==> config.mk <==
export PLATFORM = sky130hd
export DESIGN_NAME = dl_phase_seq
export DESIGN_NICKNAME = d
export VERILOG_FILES = /design/src/rtl/dl_phase_seq_pkg.sv /design/src/rtl/dl_phase_seq_gray.sv /design/src/rtl/dl_phase_seq_timer.sv /design/src/rtl/dl_phase_seq_word.sv /design/src/rtl/dl_phase_seq_ctrl.sv /design/src/rtl/dl_phase_seq.sv
export SDC_FILE = /design/constraint.sdc
export NUM_CORES = 1
export LEC_CHECK = 0
export BUFFER_PORTS_ARGS = -buffer_cell sky130_fd_sc_hd__buf_2
export CAP_MARGIN = 20
export CORE_ASPECT_RATIO = 1.75
export CORE_MARGIN = 2
export CORE_UTILIZATION = 46
export CTS_CLUSTER_DIAMETER = 200
export CTS_CLUSTER_SIZE = 8
export DETAILED_ROUTE_END_ITERATION = 6
export GPL_TIMING_DRIVEN = 0
export PLACE_DENSITY = 0.83
export SLEW_MARGIN = 20
export SYNTH_ARGS = -nofsm -noshare
export SYNTH_HDL_FRONTEND = slang
export SYNTH_HIERARCHICAL = 1
export SYNTH_SLANG_ARGS = --single-unit
==> constraint.sdc <==
create_clock -name clk -period 3.3 [get_ports clk]
set_input_delay 0.165 -clock clk [delete_from_list [all_inputs] [get_ports clk]]
set_output_delay 0.165 -clock clk [all_outputs]
set_load 0.01 [all_outputs]
==> src/rtl/dl_phase_seq_pkg.sv <==
package dl_phase_seq_pkg;
  typedef enum logic [2:0] {
    ST_IDLE, ST_GATEOFF, ST_WAITLO, ST_SEL, ST_GATEON, ST_WAITHI, ST_HAND
  } seq_state_t;

  typedef enum logic [1:0] {
    OP_GATEOFF, OP_SEL, OP_GATEON, OP_HAND
  } wr_op_t;
endpackage

==> src/rtl/dl_phase_seq_gray.sv <==
module dl_phase_seq_gray #(
  parameter int W = 4
) (
  input  logic [W-1:0] bin,
  output logic [W-1:0] code
);
  genvar i;
  generate
    for (i = 0; i < W - 1; i++) begin : g_bit
      assign code[i] = bin[i] ^ bin[i+1];
    end
  endgenerate
  assign code[W-1] = bin[W-1];
endmodule

==> src/rtl/dl_phase_seq_timer.sv <==
module dl_phase_seq_timer #(
  parameter int LIMIT = 2500
) (
  input  logic clk,
  input  logic rst_n,
  input  logic load,
  input  logic dec,
  output logic expired
);
  localparam int CW = $clog2(LIMIT + 1);
  localparam logic [CW-1:0] START = CW'(LIMIT - 1);

  logic [CW-1:0] cnt;

  always_ff @(posedge clk or negedge rst_n) begin
    if (!rst_n)                  cnt <= '0;
    else if (load)               cnt <= START;
    else if (dec && cnt != '0)   cnt <= cnt - 1'b1;
  end

  assign expired = (cnt == '0);
endmodule

==> src/rtl/dl_phase_seq_word.sv <==
module dl_phase_seq_word
  import dl_phase_seq_pkg::*;
#(
  parameter int W          = 32,
  parameter int DLL_EN_BIT = 16,
  parameter int CDR_EN_BIT = 17,
  parameter int CKOUT_BIT  = 18,
  parameter int EXTSEL_BIT = 19,
  parameter int SEL_LSB    = 20,
  parameter int SEL_W      = 4
) (
  input  wr_op_t           op,
  input  logic [SEL_W-1:0] sel_code,
  input  logic [W-1:0]     rdata,
  output logic [W-1:0]     wdata
);
  always_comb begin
    wdata = rdata;
    unique case (op)
      OP_GATEOFF: begin
        wdata[CDR_EN_BIT] = 1'b0;
        wdata[CKOUT_BIT]  = 1'b0;
        wdata[EXTSEL_BIT] = 1'b1;
        wdata[DLL_EN_BIT] = 1'b1;
      end
      OP_SEL:    wdata[SEL_LSB +: SEL_W] = sel_code;
      OP_GATEON: wdata[CKOUT_BIT] = 1'b1;
      OP_HAND: begin
        wdata[CDR_EN_BIT] = 1'b1;
        wdata[EXTSEL_BIT] = 1'b0;
      end
      default: wdata = rdata;
    endcase
  end
endmodule

==> src/rtl/dl_phase_seq_ctrl.sv <==
module dl_phase_seq_ctrl
  import dl_phase_seq_pkg::*;
#(
  parameter int PH_W = 4
) (
  input  logic            clk,
  input  logic            rst_n,
  input  logic            req_valid,
  input  logic [PH_W-1:0] req_phase,
  input  logic            stat,
  input  logic            tmr_expired,
  output logic            req_ready,
  output logic            busy,
  output logic            done,
  output logic            err,
  output logic            we,
  output wr_op_t          op,
  output logic            tmr_load,
  output logic            tmr_dec,
  output logic [PH_W-1:0] phase_q
);
  seq_state_t state, state_n;
  logic done_set, err_set;

  always_comb begin
    state_n  = state;
    we       = 1'b0;
    op       = OP_GATEOFF;
    tmr_load = 1'b0;
    tmr_dec  = 1'b0;
    done_set = 1'b0;
    err_set  = 1'b0;
    unique case (state)
      ST_IDLE:    if (req_valid) state_n = ST_GATEOFF;
      ST_GATEOFF: begin
        we = 1'b1; op = OP_GATEOFF; tmr_load = 1'b1;
        state_n = ST_WAITLO;
      end
      ST_WAITLO: begin
        if (!stat)            state_n = ST_SEL;
        else if (tmr_expired) begin state_n = ST_IDLE; err_set = 1'b1; end
        else                  tmr_dec = 1'b1;
      end
      ST_SEL: begin
        we = 1'b1; op = OP_SEL;
        state_n = ST_GATEON;
      end
      ST_GATEON: begin
        we = 1'b1; op = OP_GATEON; tmr_load = 1'b1;
        state_n = ST_WAITHI;
      end
      ST_WAITHI: begin
        if (stat)             state_n = ST_HAND;
        else if (tmr_expired) begin state_n = ST_IDLE; err_set = 1'b1; end
        else                  tmr_dec = 1'b1;
      end
      ST_HAND: begin
        we = 1'b1; op = OP_HAND; done_set = 1'b1;
        state_n = ST_IDLE;
      end
      default: state_n = ST_IDLE;
    endcase
  end

  always_ff @(posedge clk or negedge rst_n) begin
    if (!rst_n) begin
      state   <= ST_IDLE;
      phase_q <= '0;
      done    <= 1'b0;
      err     <= 1'b0;
    end else begin
      state <= state_n;
      done  <= done_set;
      err   <= err_set;
      if (state == ST_IDLE && req_valid) phase_q <= req_phase;
    end
  end

  assign busy      = (state != ST_IDLE);
  assign req_ready = (state == ST_IDLE);
endmodule

==> src/rtl/dl_phase_seq.sv <==
module dl_phase_seq
  import dl_phase_seq_pkg::*;
#(
  parameter int W           = 32,
  parameter int PH_W        = 4,
  parameter int SEL_LSB     = 20,
  parameter int DLL_EN_BIT  = 16,
  parameter int CDR_EN_BIT  = 17,
  parameter int CKOUT_BIT   = 18,
  parameter int EXTSEL_BIT  = 19,
  parameter int TIMEOUT_CYC = 2500
) (
  input  logic            clk,
  input  logic            rst_n,
  input  logic            req_valid,
  output logic            req_ready,
  input  logic [PH_W-1:0] req_phase,
  output logic            busy,
  output logic            done,
  output logic            err,
  input  logic [W-1:0]    cfg_rdata,
  output logic            cfg_we,
  output logic [W-1:0]    cfg_wdata,
  input  logic            ckout_stat
);
  wr_op_t          op;
  logic            tmr_load, tmr_dec, tmr_expired;
  logic [PH_W-1:0] phase_q, gray_code;

  dl_phase_seq_ctrl #(.PH_W(PH_W)) u_ctrl (
    .clk(clk), .rst_n(rst_n), .req_valid(req_valid), .req_phase(req_phase),
    .stat(ckout_stat), .tmr_expired(tmr_expired), .req_ready(req_ready),
    .busy(busy), .done(done), .err(err), .we(cfg_we), .op(op),
    .tmr_load(tmr_load), .tmr_dec(tmr_dec), .phase_q(phase_q)
  );

  dl_phase_seq_timer #(.LIMIT(TIMEOUT_CYC)) u_timer (
    .clk(clk), .rst_n(rst_n), .load(tmr_load), .dec(tmr_dec),
    .expired(tmr_expired)
  );

  dl_phase_seq_gray #(.W(PH_W)) u_gray (.bin(phase_q), .code(gray_code));

  dl_phase_seq_word #(
    .W(W), .DLL_EN_BIT(DLL_EN_BIT), .CDR_EN_BIT(CDR_EN_BIT),
    .CKOUT_BIT(CKOUT_BIT), .EXTSEL_BIT(EXTSEL_BIT),
    .SEL_LSB(SEL_LSB), .SEL_W(PH_W)
  ) u_word (
    .op(op), .sel_code(gray_code), .rdata(cfg_rdata), .wdata(cfg_wdata)
  );
endmodule

Word-level counts from Yosys, hierarchy flattened:

Index checks and enable logic that the tools add are counted.
W data, S select, Z words.

* bits in registers: 21
* bits of input ports: 40
* output and inout bits: 37

* add/sub/neg operators: 1
* eq/ne operators: 10
* mux-type cells: 24
* bitwise gates (word level): 3
* reductions and logical operators: 10

Operators by type and width (count)
* $mux W12: 2
* $pmux W3 S6: 1
* $logic_not A12 Y1: 1
* $mux W3: 4
* $reduce_bool A12 Y1: 1
* $sub A12 B1 Y12 const B: 1
* $mux W1: 10
* $pmux W1 S2: 5
* $eq A3 B3 Y1 const B: 3
* $eq A3 B2 Y1 const B: 2
* $pmux W2 S3: 1
* $eq A2 B2 Y1 const B: 2
* $mux W4: 1
* $reduce_or A4 Y1: 1
* $eq A3 B1 Y1 const B: 1
* $logic_not A3 Y1: 1
* $reduce_bool A3 Y1: 1
* $xor A1 B1 Y1: 3
* $eq A2 B1 Y1 const B: 1
* $logic_and A1 B1 Y1: 2
* $logic_not A2 Y1: 1
* $ne A2 B2 Y1 const B: 1
* $reduce_bool A2 Y1: 1
* $reduce_or A2 Y1: 1

Longest topological paths before layout:

Gate-level depths: netlist of the first run.

* word-level depth: 7
* depth in mapped cells: 10
* gate-level depth less buffers: 9

Cells and area by module:

The synthesis of the first run kept the hierarchy.

Modules (own cells, without submodules)
* dl_phase_seq_timer: times used 1, cells each 75, area each 700.7 um2
* dl_phase_seq_ctrl: times used 1, cells each 42, area each 475.5 um2
* dl_phase_seq_word: times used 1, cells each 37, area each 310.3 um2
* dl_phase_seq_gray: times used 1, cells each 4, area each 33.8 um2

Least setup slack after synthesis of the first run:

OpenSTA, ideal clock, no wires.

* path type: reg-to-reg
* start point: reg u_timer.cnt[0]
* end point: reg u_timer.cnt[9]
* setup time: 0.125 ns
* arrival: 2.462 ns
* data required time: 3.175 ns
* setup slack: 0.713 ns
* stages on the path, launching flop included: 11
* path buffers: 1
* clock period less this slack: 2.587 ns
* cell sequence: dfrtp_1 -> inv_1 -> ha_1 -> nor2b_1 -> and4_1 -> clkbuf_1 -> nor2_1 -> nor3b_1 -> nand3_2 -> a2111oi_0 -> mux2_2

* cells in the longest elaborated chain, start to end: 6
* elaborated cells between the ends (all ways): 11

RTL lines
* start: declaration: line dl_phase_seq_timer.sv:13 `logic [CW-1:0] cnt;`
* start signal: assignment: line dl_phase_seq_timer.sv:18 `else if (dec && cnt != '0) cnt <= cnt - 1'b1;`
* $logic_not A12 Y1 *: line dl_phase_seq_timer.sv:21 `assign expired = (cnt == '0);`
* named net tmr_expired: line dl_phase_seq.sv:27 `logic tmr_load, tmr_dec, tmr_expired;`
* $mux W1 *: line dl_phase_seq_ctrl.sv:41, dl_phase_seq_ctrl.sv:54
* $mux W1 (on tied branches): line dl_phase_seq_ctrl.sv:53, dl_phase_seq_ctrl.sv:40
* $pmux W1 S2 *: line dl_phase_seq_ctrl.sv:33 `unique case (state)`
* named net tmr_dec: line dl_phase_seq.sv:27
* $logic_and A1 B1 Y1 *: line dl_phase_seq_timer.sv:18
* $reduce_bool A2 Y1 (no line) *

The timed path passes the listed nets; every way through them passes the cells marked *. The select of a mux whose other input is x is not followed.
A chain may end at the register's enable or synchronous reset.

Worst setup path after layout of the first run:

Same ends and word-level chain as after synthesis.

==> metrics.yaml, run 1 <==
crit_type: "flip-flop to flip-flop"
post-route-period-util_pct: 90.93
cp_max_fo: 10
fp-row-count: 27
fmax_ghz: 0.3333
crit_buf_inv: 2
post_cts_buffers: 0
postLayoutCellArea_um2: 1889
nets: 261
area_growth_pct: 24.28
grt_pass1_wl_um: 4629
path_clk_slew_ps: 70
cp_slowest_cell: "nor3b_1"
via_count: 1263
ys_ff_latch: 21
viasPerCell: 4.895
status: "finished, final reports clean"
die_w_um: 47.46
slowest_delay_ps: 510
slew-limit-headroom_pct: 62.69
cts_buffers: 3
cts_tree: "done"
grt_max_degree: 22
portBuffers: 52
cts.htree.levels: 1
endpoint_kind: "flip-flop"
gp_congestion: 0.8393
cts.path.max_buffers: 2
antenna_found_initial: 0
slew_violations: 0
worstPathCellList: "inv_1, ha_1, nor2b_1, and4_1, clkbuf_1, nor2_1, nor3b_1, nand3_2, a2111oi_0, mux2_2"
leakagePower_uw: 0.0009593
core_area_um2: 3142
root_buffer: "clkbuf_8"
antenna_left: 0
rsz0062_at_grt: "false"
yosysWarnings: 6
netlist_area_um2: 1520
antenna_cells: 0
post_drt_wl_per_cell_um: 11.54
ir_drop_uv: 324.8
synth.avg_cell_area_um2: 9.622
most-common-layout-cells: "buf_2 (53), buf_4 (25), dfrtp_1 (21), nor2b_1 (11), nor2_1 (11)"
fillers: 270
grt-ovfl-total: 0
layout_commonest_cell: "buf_2"
ctsResizeCount: 0
tightest_slew_ps: 558.4
finClkSkew_ps: 1.994
wl_um: 2978
grt_pass1_vias: 1204
drcViolationCount: 0
dp.final_hpwl_um: 2337
drv_cap: 0
drt-pass1-iter-count: 4
hp-class: "primary input to flip-flop"
required_ps: 3450
final.setup.tns_ps: 0
critical-path-top-delay-family: "simple AND/OR/NAND/NOR gates"
boundaryPins: 77
clk_latency_ps: 260
die_area_um2: 3799
holdBufCountCts: 1
synthCells: 158
track_usage_pct: 16.13
crit_arrival_ps: 3150
syn_nets: 203
final.min_clock_period_ps: 3001
yosysSeqAreaShare_pct: 34.57
drt_iter0_markers: 31
start_util_pct: 48.39
p_per_area_nw_per_um2: 622.6
drive_gt1_share_pct: 44.65
die-height_um: 80.05
detailed_place.area_um2: 1834
setup_viol: 0
cts_sinks: 21
multi_input_area_um2: 742.0
seqCellArea_um2: 525.5
hold_viol_final: 0
synth_cell_types: 42
cp-start-kind: "flip-flop"
==> Yosys cell counts <==
cell type  count  area, um2
buf_4         25      187.7
a32oi_1        1      8.760
a21oi_1        3      15.01
a211o_1        2      17.52
ha_1           5      62.56
buf_2          1      5.000
and4_1         1      8.760
clkbuf_1       2      7.510
nor4_1         1      6.260
inv_1          8      30.03
or3_1          1      6.260
nand2b_1       1      6.260
a2111oi_0      1      8.760
mux2_4         4      60.06
nand4_1        1      6.260
a22oi_1        1      7.510
o211ai_1       1      7.510
nor2_1        11      41.29
nor3_4         1      16.27
nor3b_1        2      15.01
or2_1          2      12.51
nor2b_1       11      68.82
or4_1          2      15.01
nand2_1        8      30.03
mux2i_1        3      30.03
mux2_1         7      78.83
and2_4         1      8.760
o41ai_1        1      8.760
nor3_1         3      15.01
o22ai_1        1      6.260
dfrtp_1       21      525.5
o21ai_0        5      25.02
xor2_1         4      35.03
o32ai_1        1      8.760
buf_6          2      22.52
mux2_2         3      33.78
nand3_2        1      10.01
nand3_1        1      5.000
and2_1         4      25.02
or4_4          1      11.26
o31ai_1        1      7.510
or2_2          2      12.51
==> metrics by stage <==
| step | instances | hold WS, ps | worst slack, ps | power, uW | utilization, % |
|---|---|---|---|---|---|
| finish | 258 | 140.5 | 299.3 | 1176 | 60.14 |
| global route | 258 | 132.4 | 68.02 | 1282 | 60.14 |
| CTS | 258 | 131.8 | 324.9 | 1190 | 60.14 |
| detailed placement | 253 | 152.8 | 333.6 | 1016 | 58.38 |
| global placement | 253 | 149.6 | 362.4 | 1004 | 58.38 |
| floorplan | 158 | -130.6 | 713.5 | 839.1 | - |
==> routing by layer <==
layer / global-route usage [%] / wire [um] / vias to the layer above
met5: 0 / 0 / -
met4: 6.944 / 18 / 0
met3: 2.022 / 242 / 2
met2: 31.35 / 1586 / 64
met1: 15.00 / 1130 / 571
li1: - / - / 626
==> flip-flops by register name, indices dropped and copies added (netlist names) <==
name / count
u_ctrl/phase_q: 4
u_timer/cnt: 12
u_ctrl/done: 1
u_ctrl/state: 3
u_ctrl/err: 1
==> where the power goes <==
part	switching [uW]	internal (uW)	total (uW)
clock	79.3	85.9	165
combinational	334	320	654
sequential	43.0	314	357
==> path summary, 6_finish.rpt <==
check	startpoint	slack [ps]	depth (start not counted)	end
max in group asynchronous	rst_n	2580	2	u_timer/cnt[10]
min in group asynchronous	rst_n	400	2	u_timer/cnt[6]
worst min register to register	u_ctrl/phase_q[0]	540	1	u_ctrl/phase_q[0]
worst max-delay path	u_timer/cnt[0]	300	10	u_timer/cnt[9]
worst min-delay path	req_phase[1]	140	2	u_ctrl/phase_q[1]
worst max register to register	u_timer/cnt[0]	300	10	u_timer/cnt[9]
==> logic make-up after synthesis <==
logic type,after synthesis,share of synthesized area [%]
and+or+nand+nor,55,21.07
muxes,17,13.33
buffers and inverters,38,16.63
adders and majority gates,5,4.115
xor gates and xnor gates,4,2.304
AOI/OAI and AO/OA,18,7.984
DFF,21,34.57
==> cell type report <==
cell class,count,area share [%]
inverter,8,1.589
buffer,30,11.79
clock buffer,4,2.384
sequential,21,27.81
tap,43,2.848
timing repair buffer,53,14.30
multi-input combinational,99,39.27
Power figures use the tool's default switching activity.
==> run 2: changes to the inputs <==
--- a/config.mk
+++ b/config.mk
@@ -5,16 +5,17 @@
 export SDC_FILE = /design/constraint.sdc
 export NUM_CORES = 1
 export LEC_CHECK = 0
+export ABC_AREA = 1
 export BUFFER_PORTS_ARGS = -buffer_cell sky130_fd_sc_hd__buf_2
 export CAP_MARGIN = 20
 export CORE_ASPECT_RATIO = 1.75
 export CORE_MARGIN = 2
-export CORE_UTILIZATION = 46
+export CORE_UTILIZATION = 47
 export CTS_CLUSTER_DIAMETER = 200
 export CTS_CLUSTER_SIZE = 8
 export DETAILED_ROUTE_END_ITERATION = 6
 export GPL_TIMING_DRIVEN = 0
-export PLACE_DENSITY = 0.83
+export PLACE_DENSITY = 0.82
 export SLEW_MARGIN = 20
 export SYNTH_ARGS = -nofsm -noshare
 export SYNTH_HDL_FRONTEND = slang
==> run 2 against run 1 <==
Synthesized area is 11% higher. Via count grew 29%. Non-clock buffer count fell by 3. Cell count increased by 36%. Critical path type is now flip-flop to primary output. Worst setup slack gained 860 ps. Critical path depth down 1. Total power up 41%. Highest routed layer unchanged. Worst hold slack worse by 11 ps. Register-to-register slack better by 1100 ps. Routed wire length up 20%. First-iteration DRC count increased by 3.2%. Sequential share of layout area down 2.3 points.
==> metrics.yaml, run 2 <==
slew-limit-headroom_pct: 67.27
combPwrFrac_pct: 62.4
hp-start: "req_phase[0]"
synthCells: 248
endpoint_kind: "primary output"
antenna_left: 0
min_to: "u_ctrl/phase_q[0]"
leakagePower_uw: 0.001198
yosys-top-cells-area: "dfrtp_1 (31%), nand2_1 (18%), buf_4 (11%), inv_1 (6.2%), nand3_1 (5.6%)"
rsz0062_at_grt: "false"
grt-ovfl-total: 0
yosysMostFrequentCell: "nand2_1"
top_regs: "u_timer/cnt: 12 flops, u_ctrl/phase_q: 4 flops, u_ctrl/state: 3 flops"
largest_reg_flops: 12
wl_um: 3587
post_drt_wl_per_cell_um: 10.25
clk_latency_ps: 260
cp_max_fo: 5
synth.avg_cell_area_um2: 6.801
cp-start-kind: "flip-flop"
final.min_clock_period_ps: 2139
finClkSkew_ps: 6.772
core_area_um2: 3398
fp-row-count: 28
path_clk_slew_ps: 80
synth_xor_area_share_pct: 1.039
crit_type: "flip-flop to primary output"
r2r-start: "u_timer/cnt[0]"
fillers: 314
r2r_end: "u_timer/cnt[5]"
drive_gt1_share_pct: 34.10
cts.path.max_buffers: 2
postLayoutCellArea_um2: 2059
synth_ff_type: "dfrtp_1"
yosysSeqAreaShare_pct: 31.16
postSynth.asyncResetShare_pct: 100.0
fmax_ghz: 0.4675
cts_sinks: 21
ctsResizeCount: 0
post-route-period-util_pct: 64.81
drcViolationCount: 0
p_per_area_nw_per_um2: 807.0
track_usage_pct: 17.61
hold_viol_final: 0
synth_edf_count: 0
antenna_cells: 0
synth_area_leader_cell: "dfrtp_1"
clockPowerShare_pct: 10.4
cts_buffers: 3
cts.htree.levels: 1
detailed_place.area_um2: 2003
start_util_pct: 49.63
grt_pass1_vias: 1474
cts_tree: "done"
synthDominantCellAreaShare_pct: 31.16
layout_commonest_cell: "nand2_1"
nets: 351
yosys.area_share.simple_pct: 39.24
ys_ff_latch: 21
internal_power_uw: 825.7
die-height_um: 83.25
final.setup.tns_ps: 0
gp_congestion: 0.8708
hp-class: "primary input to flip-flop"
synth_common_cells: "nand2_1 (82), inv_1 (28), buf_4 (25)"
synthAdderAreaFrac_pct: 3.709
dp.final_hpwl_um: 2823
antenna_found_initial: 0
r2r_cells: 8
die_w_um: 49.29
synth.area.mux_share_pct: 0
drv_cap: 0
seqPwrFrac_pct: 27.3
drt_iter0_markers: 32
via_count: 1629
min_delay_path_depth: 3
drt-pass1-iter-count: 4
power.switching_uw: 836.4
synth_top_family_by_area: "simple AND/OR/NAND/NOR gates"
portBuffers: 52
max_flop_register: "u_timer/cnt"
boundaryPins: 77
area_growth_pct: 22.11
status: "finished, final reports clean"
grt_pass1_wl_um: 5892
grt_max_degree: 22
syn_nets: 293
most-common-layout-cells: "nand2_1 (82), buf_2 (52), inv_1 (28), buf_4 (25), nor2_1 (22)"
synth_cell_types: 26
required_ps: 3130
ir_drop_uv: 651.8
slew_violations: 0
netlist_area_um2: 1687
crit_arrival_ps: 1970
synth_compound_area_share_pct: 5.935
die_area_um2: 4103
viasPerCell: 4.654
yosysWarnings: 6
root_buffer: "clkbuf_8"
tightest_slew_ps: 490.9
swShare_pct: 50.32
reg2reg_slack_ps: 1420
setup_viol: 0
## run 2: final cells by class
cell class / count / area [um2] / area share, %
sequential: 21 / 525.5 / 25.52
timing repair buffer: 53 / 270.3 / 13.12
clock buffer: 3 / 41.29 / 2.005
buffer: 27 / 202.7 / 9.842
multi-input combinational: 169 / 842.1 / 40.89
clock inverter: 1 / 5.005 / 0.2430
tap: 45 / 56.30 / 2.734
inverter: 31 / 116.4 / 5.650
## run 2: layer usage
metal / up-vias / track usage (%) / routed length, um
li1: 854 / - / -
met1: 707 / 16.78 / 1325
met2: 64 / 35.01 / 1921
met3: 4 / 2.698 / 278
met4: 0 / 7.532 / 62
met5: - / 0 / 0
## run 2: worst max path at each step
stage | from | end | slack [ps] | cells past startpoint
after floorplan | u_ctrl/state[0] | cfg_wdata[17] | 1720 | 8
after global placement | u_timer/cnt[0] | u_timer/cnt[5] | 1470 | 8
after detailed placement | u_ctrl/state[0] | cfg_wdata[19] | 1460 | 9
after CTS | u_ctrl/state[0] | cfg_wdata[19] | 1160 | 9
after global routing | u_ctrl/state[0] | cfg_wdata[19] | 1020 | 9
final | u_ctrl/state[0] | cfg_wdata[17] | 1160 | 9
## run 2: per-stage QoR
step | worst slack, ps | cells | util (%) | hold WS [ps] | total power, uW
floorplan | 1716 | 248 | - | -130.6 | 1226
global placement | 1473 | 345 | 58.95 | 156.5 | 1466
detailed placement | 1455 | 345 | 58.95 | 161.2 | 1490
CTS | 1156 | 350 | 60.60 | 127.7 | 1669
global route | 1022 | 350 | 60.60 | 134.9 | 1826
finish | 1161 | 350 | 60.60 | 129.5 | 1662
## run 2: power by group through the flow
stage          logic [uW]  clock network [uW]  registers, uW
5_1_grt              1170                 188            469
4_1_cts              1040                 178            453
3_3_place_gp         1010                   0            454
2_1_floorplan         791                   0            435
6_report             1040                 172            453
3_5_place_dp         1030                   0            456
## run 2: worst max-delay path, stage by stage (launching register included)
cell and delay, ps:
dfrtp_1 440, inv_1 100, nand2_1 90, o21ai_1 330, inv_1 110, ha_1 340
inv_1 80, nand2_1 50, nand2_1 50, buf_2 120
## run 2: cell families after synthesis
group	count (synthesis)
flip-flops	21
XOR/XNOR	2
buffers and inverters	58
adder cells (fa/ha/maj)	5
AND/OR/NAND/NOR	147
AO/OA/AOI/OAI	15
## run 2: what timing repair did
item | in CTS | in global routing
buffers inserted | 0 | 0
endpoints found under the setup margin | 0 | 0
hold endpoints to repair | 21 | 0
hold buffers | 1 | 0
==> run 3: changes to the inputs <==
--- a/config.mk
+++ b/config.mk
@@ -10,12 +10,12 @@
 export CAP_MARGIN = 20
 export CORE_ASPECT_RATIO = 1.75
 export CORE_MARGIN = 2
-export CORE_UTILIZATION = 47
+export CORE_UTILIZATION = 43
 export CTS_CLUSTER_DIAMETER = 200
 export CTS_CLUSTER_SIZE = 8
 export DETAILED_ROUTE_END_ITERATION = 6
 export GPL_TIMING_DRIVEN = 0
-export PLACE_DENSITY = 0.82
+export PLACE_DENSITY = 0.79
 export SLEW_MARGIN = 20
 export SYNTH_ARGS = -nofsm -noshare
 export SYNTH_HDL_FRONTEND = slang
==> constraint.sdc (replaced) <==
create_clock -name clk -period 1.95 [get_ports clk]
set_input_delay 0.0975 -clock clk [delete_from_list [all_inputs] [get_ports clk]]
set_output_delay 0.0975 -clock clk [all_outputs]
set_load 0.01 [all_outputs]
==> run 3 against run 2 <==
Die area increased by 8.7%. Total power rose by 80%. Non-clock buffer count increased by 4.
==> metrics.yaml, run 3 (synthesized netlist as in run 2, its figures left out) <==
place_ws_ps: 25.11
crit_buf_inv: 4
postLayoutCellArea_um2: 2117
endpoint_kind: "primary output"
cts.path.max_buffers: 2
crit_arrival_ps: 1760
area_growth_pct: 25.52
fp-row-count: 30
cts_sinks: 21
antenna_cells: 0
finClkSkew_ps: 1.436
grt_max_degree: 22
gp_congestion: 0.8189
fmax_ghz: 0.5371
detailed_place.area_um2: 2007
critical-path-top-delay-family: "flip-flops"
hp-class: "primary input to flip-flop"
setup_viol: 0
p_per_area_nw_per_um2: 1412
cp_slowest_cell: "dfrtp_1"
slew_violations: 0
viasPerCell: 4.782
root_buffer: "clkbuf_8"
r2r_end: "u_timer/cnt[6]"
grt_pass1_wl_um: 6285
grt_pass1_vias: 1578
setup_ws_ps: 88.31
drt-pass1-iter-count: 4
dp.final_hpwl_um: 3032
boundaryPins: 77
top_regs: "u_timer/cnt: 12 flops, u_ctrl/phase_q: 4 flops, u_ctrl/state: 3 flops"
clk_latency_ps: 260
hold_viol_final: 0
min_to: "u_ctrl/phase_q[0]"
post-route-period-util_pct: 95.47
grt-ovfl-total: 0
reg2reg_slack_ps: 140
cts.htree.levels: 1
slew-limit-headroom_pct: 65.50
track_usage_pct: 18.24
die_w_um: 51.34
drt_iter0_markers: 35
die_area_um2: 4459
drcViolationCount: 0
min_delay_path_depth: 3
largest_reg_flops: 12
die-height_um: 86.85
cts_tree: "done"
max_flop_register: "u_timer/cnt"
slowest_delay_ps: 410
wl_um: 4042
worstPathCellList: "inv_1, nand2_1, o21ai_2, inv_1, ha_4, inv_1, nand2_1, nand2_1, buf_2"
nets: 355
most-common-layout-cells: "nand2_1 (82), buf_2 (52), buf_4 (29), inv_1 (27), nor2_1 (22)"
placedCellCount: 348
stdcell_count: 357
hp-start: "req_phase[0]"
ir_drop_uv: 778.4
r2r_cells: 9
cp-start-kind: "flip-flop"
leakagePower_uw: 0.001218
start_util_pct: 44.05
drv_cap: 0
final.min_clock_period_ps: 1862
drive_gt1_share_pct: 36.89
core_area_um2: 3829
required_ps: 1850
via_count: 1707
antenna_left: 0
cts_buffers: 3
status: "finished, final reports clean"
cp_max_fo: 4
crit_type: "flip-flop to primary output"
antenna_found_initial: 0
layout_commonest_cell: "nand2_1"
post_drt_wl_per_cell_um: 11.32
path_clk_slew_ps: 80
portBuffers: 52
r2r-start: "u_ctrl/state[0]"
tightest_slew_ps: 517.6
run 3: cell types whose count changed in the layout (fill, tap and decap cells not counted), sizes merged:
cell | previous run | this run
buf | 78 | 82
run 3: metal layers:
| metal | part of all wire, % | GRT usage [%] | vias to the layer above |
|---|---|---|---|
| met3 | 6.1 | 2.405 | 12 |
| met1 | 35 | 15.62 | 756 |
| li1 | - | - | 869 |
| met5 | 0 | 0 | - |
| met4 | 3.2 | 9.330 | 0 |
| met2 | 56 | 38.02 | 70 |
run 3: tightest hold or removal path, cell delays in order:
cell	delay, ps
buf_2	70
nand3_1	60
nand2_1	60
run 3: cell type report:
class                   instances  area, um2
fillers                       381       1712
multi-input cells             169      864.6
flip-flops and latches         21      526.8
repair buffers                 57      300.3
plain buffers                  27      202.7
inverters                      31      116.4
well taps                      48      60.06
clock buffers                   3      41.29
clock inverters                 1      5.005
run 3: where the power goes:
part           switching [uW]  internal, uW  total, uW  leakage, uW
combinational            1190           745       1930     0.000926
clock                     142           142        284    0.0000255
sequential                174           597        771     0.000266
total                    1500          1490       2990      0.00122
run 3: timing repair:
item | in CTS | in global routing
hold endpoints to repair | 21 | 0
pin swaps | 1 | 1
setup buffers | 3 | 1
resized for setup | 1 | 5
setup endpoints to repair | 3 | 18
hold buffers | 1 | 0
run 3: metrics by stage:
| stage | power, uW | TNS (ps) | hold WS (ps) | util (%) |
|---|---|---|---|---|
| 2_1_floorplan | 2075 | 0 | -198.1 | - |
| 3_3_place_gp | 2486 | 0 | 82.79 | 52.42 |
| 3_5_place_dp | 2552 | 0 | 94.07 | 52.42 |
| 4_1_cts | 2907 | 0 | 59.04 | 54.58 |
| 5_1_grt | 3272 | -44.93 | 79.19 | 55.29 |
| 6_report | 2989 | 0 | 67.68 | 55.29 |
run 3: worst max-delay path by stage:
stage,cells past startpoint,start,endpoint
after detailed placement,8,u_timer/cnt[0],u_timer/cnt[5]
after CTS,8,u_timer/cnt[0],u_timer/cnt[5]
after floorplan,10,u_timer/cnt[0],u_timer/cnt[6]
after global placement,8,u_timer/cnt[0],u_timer/cnt[5]
final,9,u_ctrl/state[0],cfg_wdata[19]
after global routing,9,u_ctrl/state[0],cfg_wdata[19]
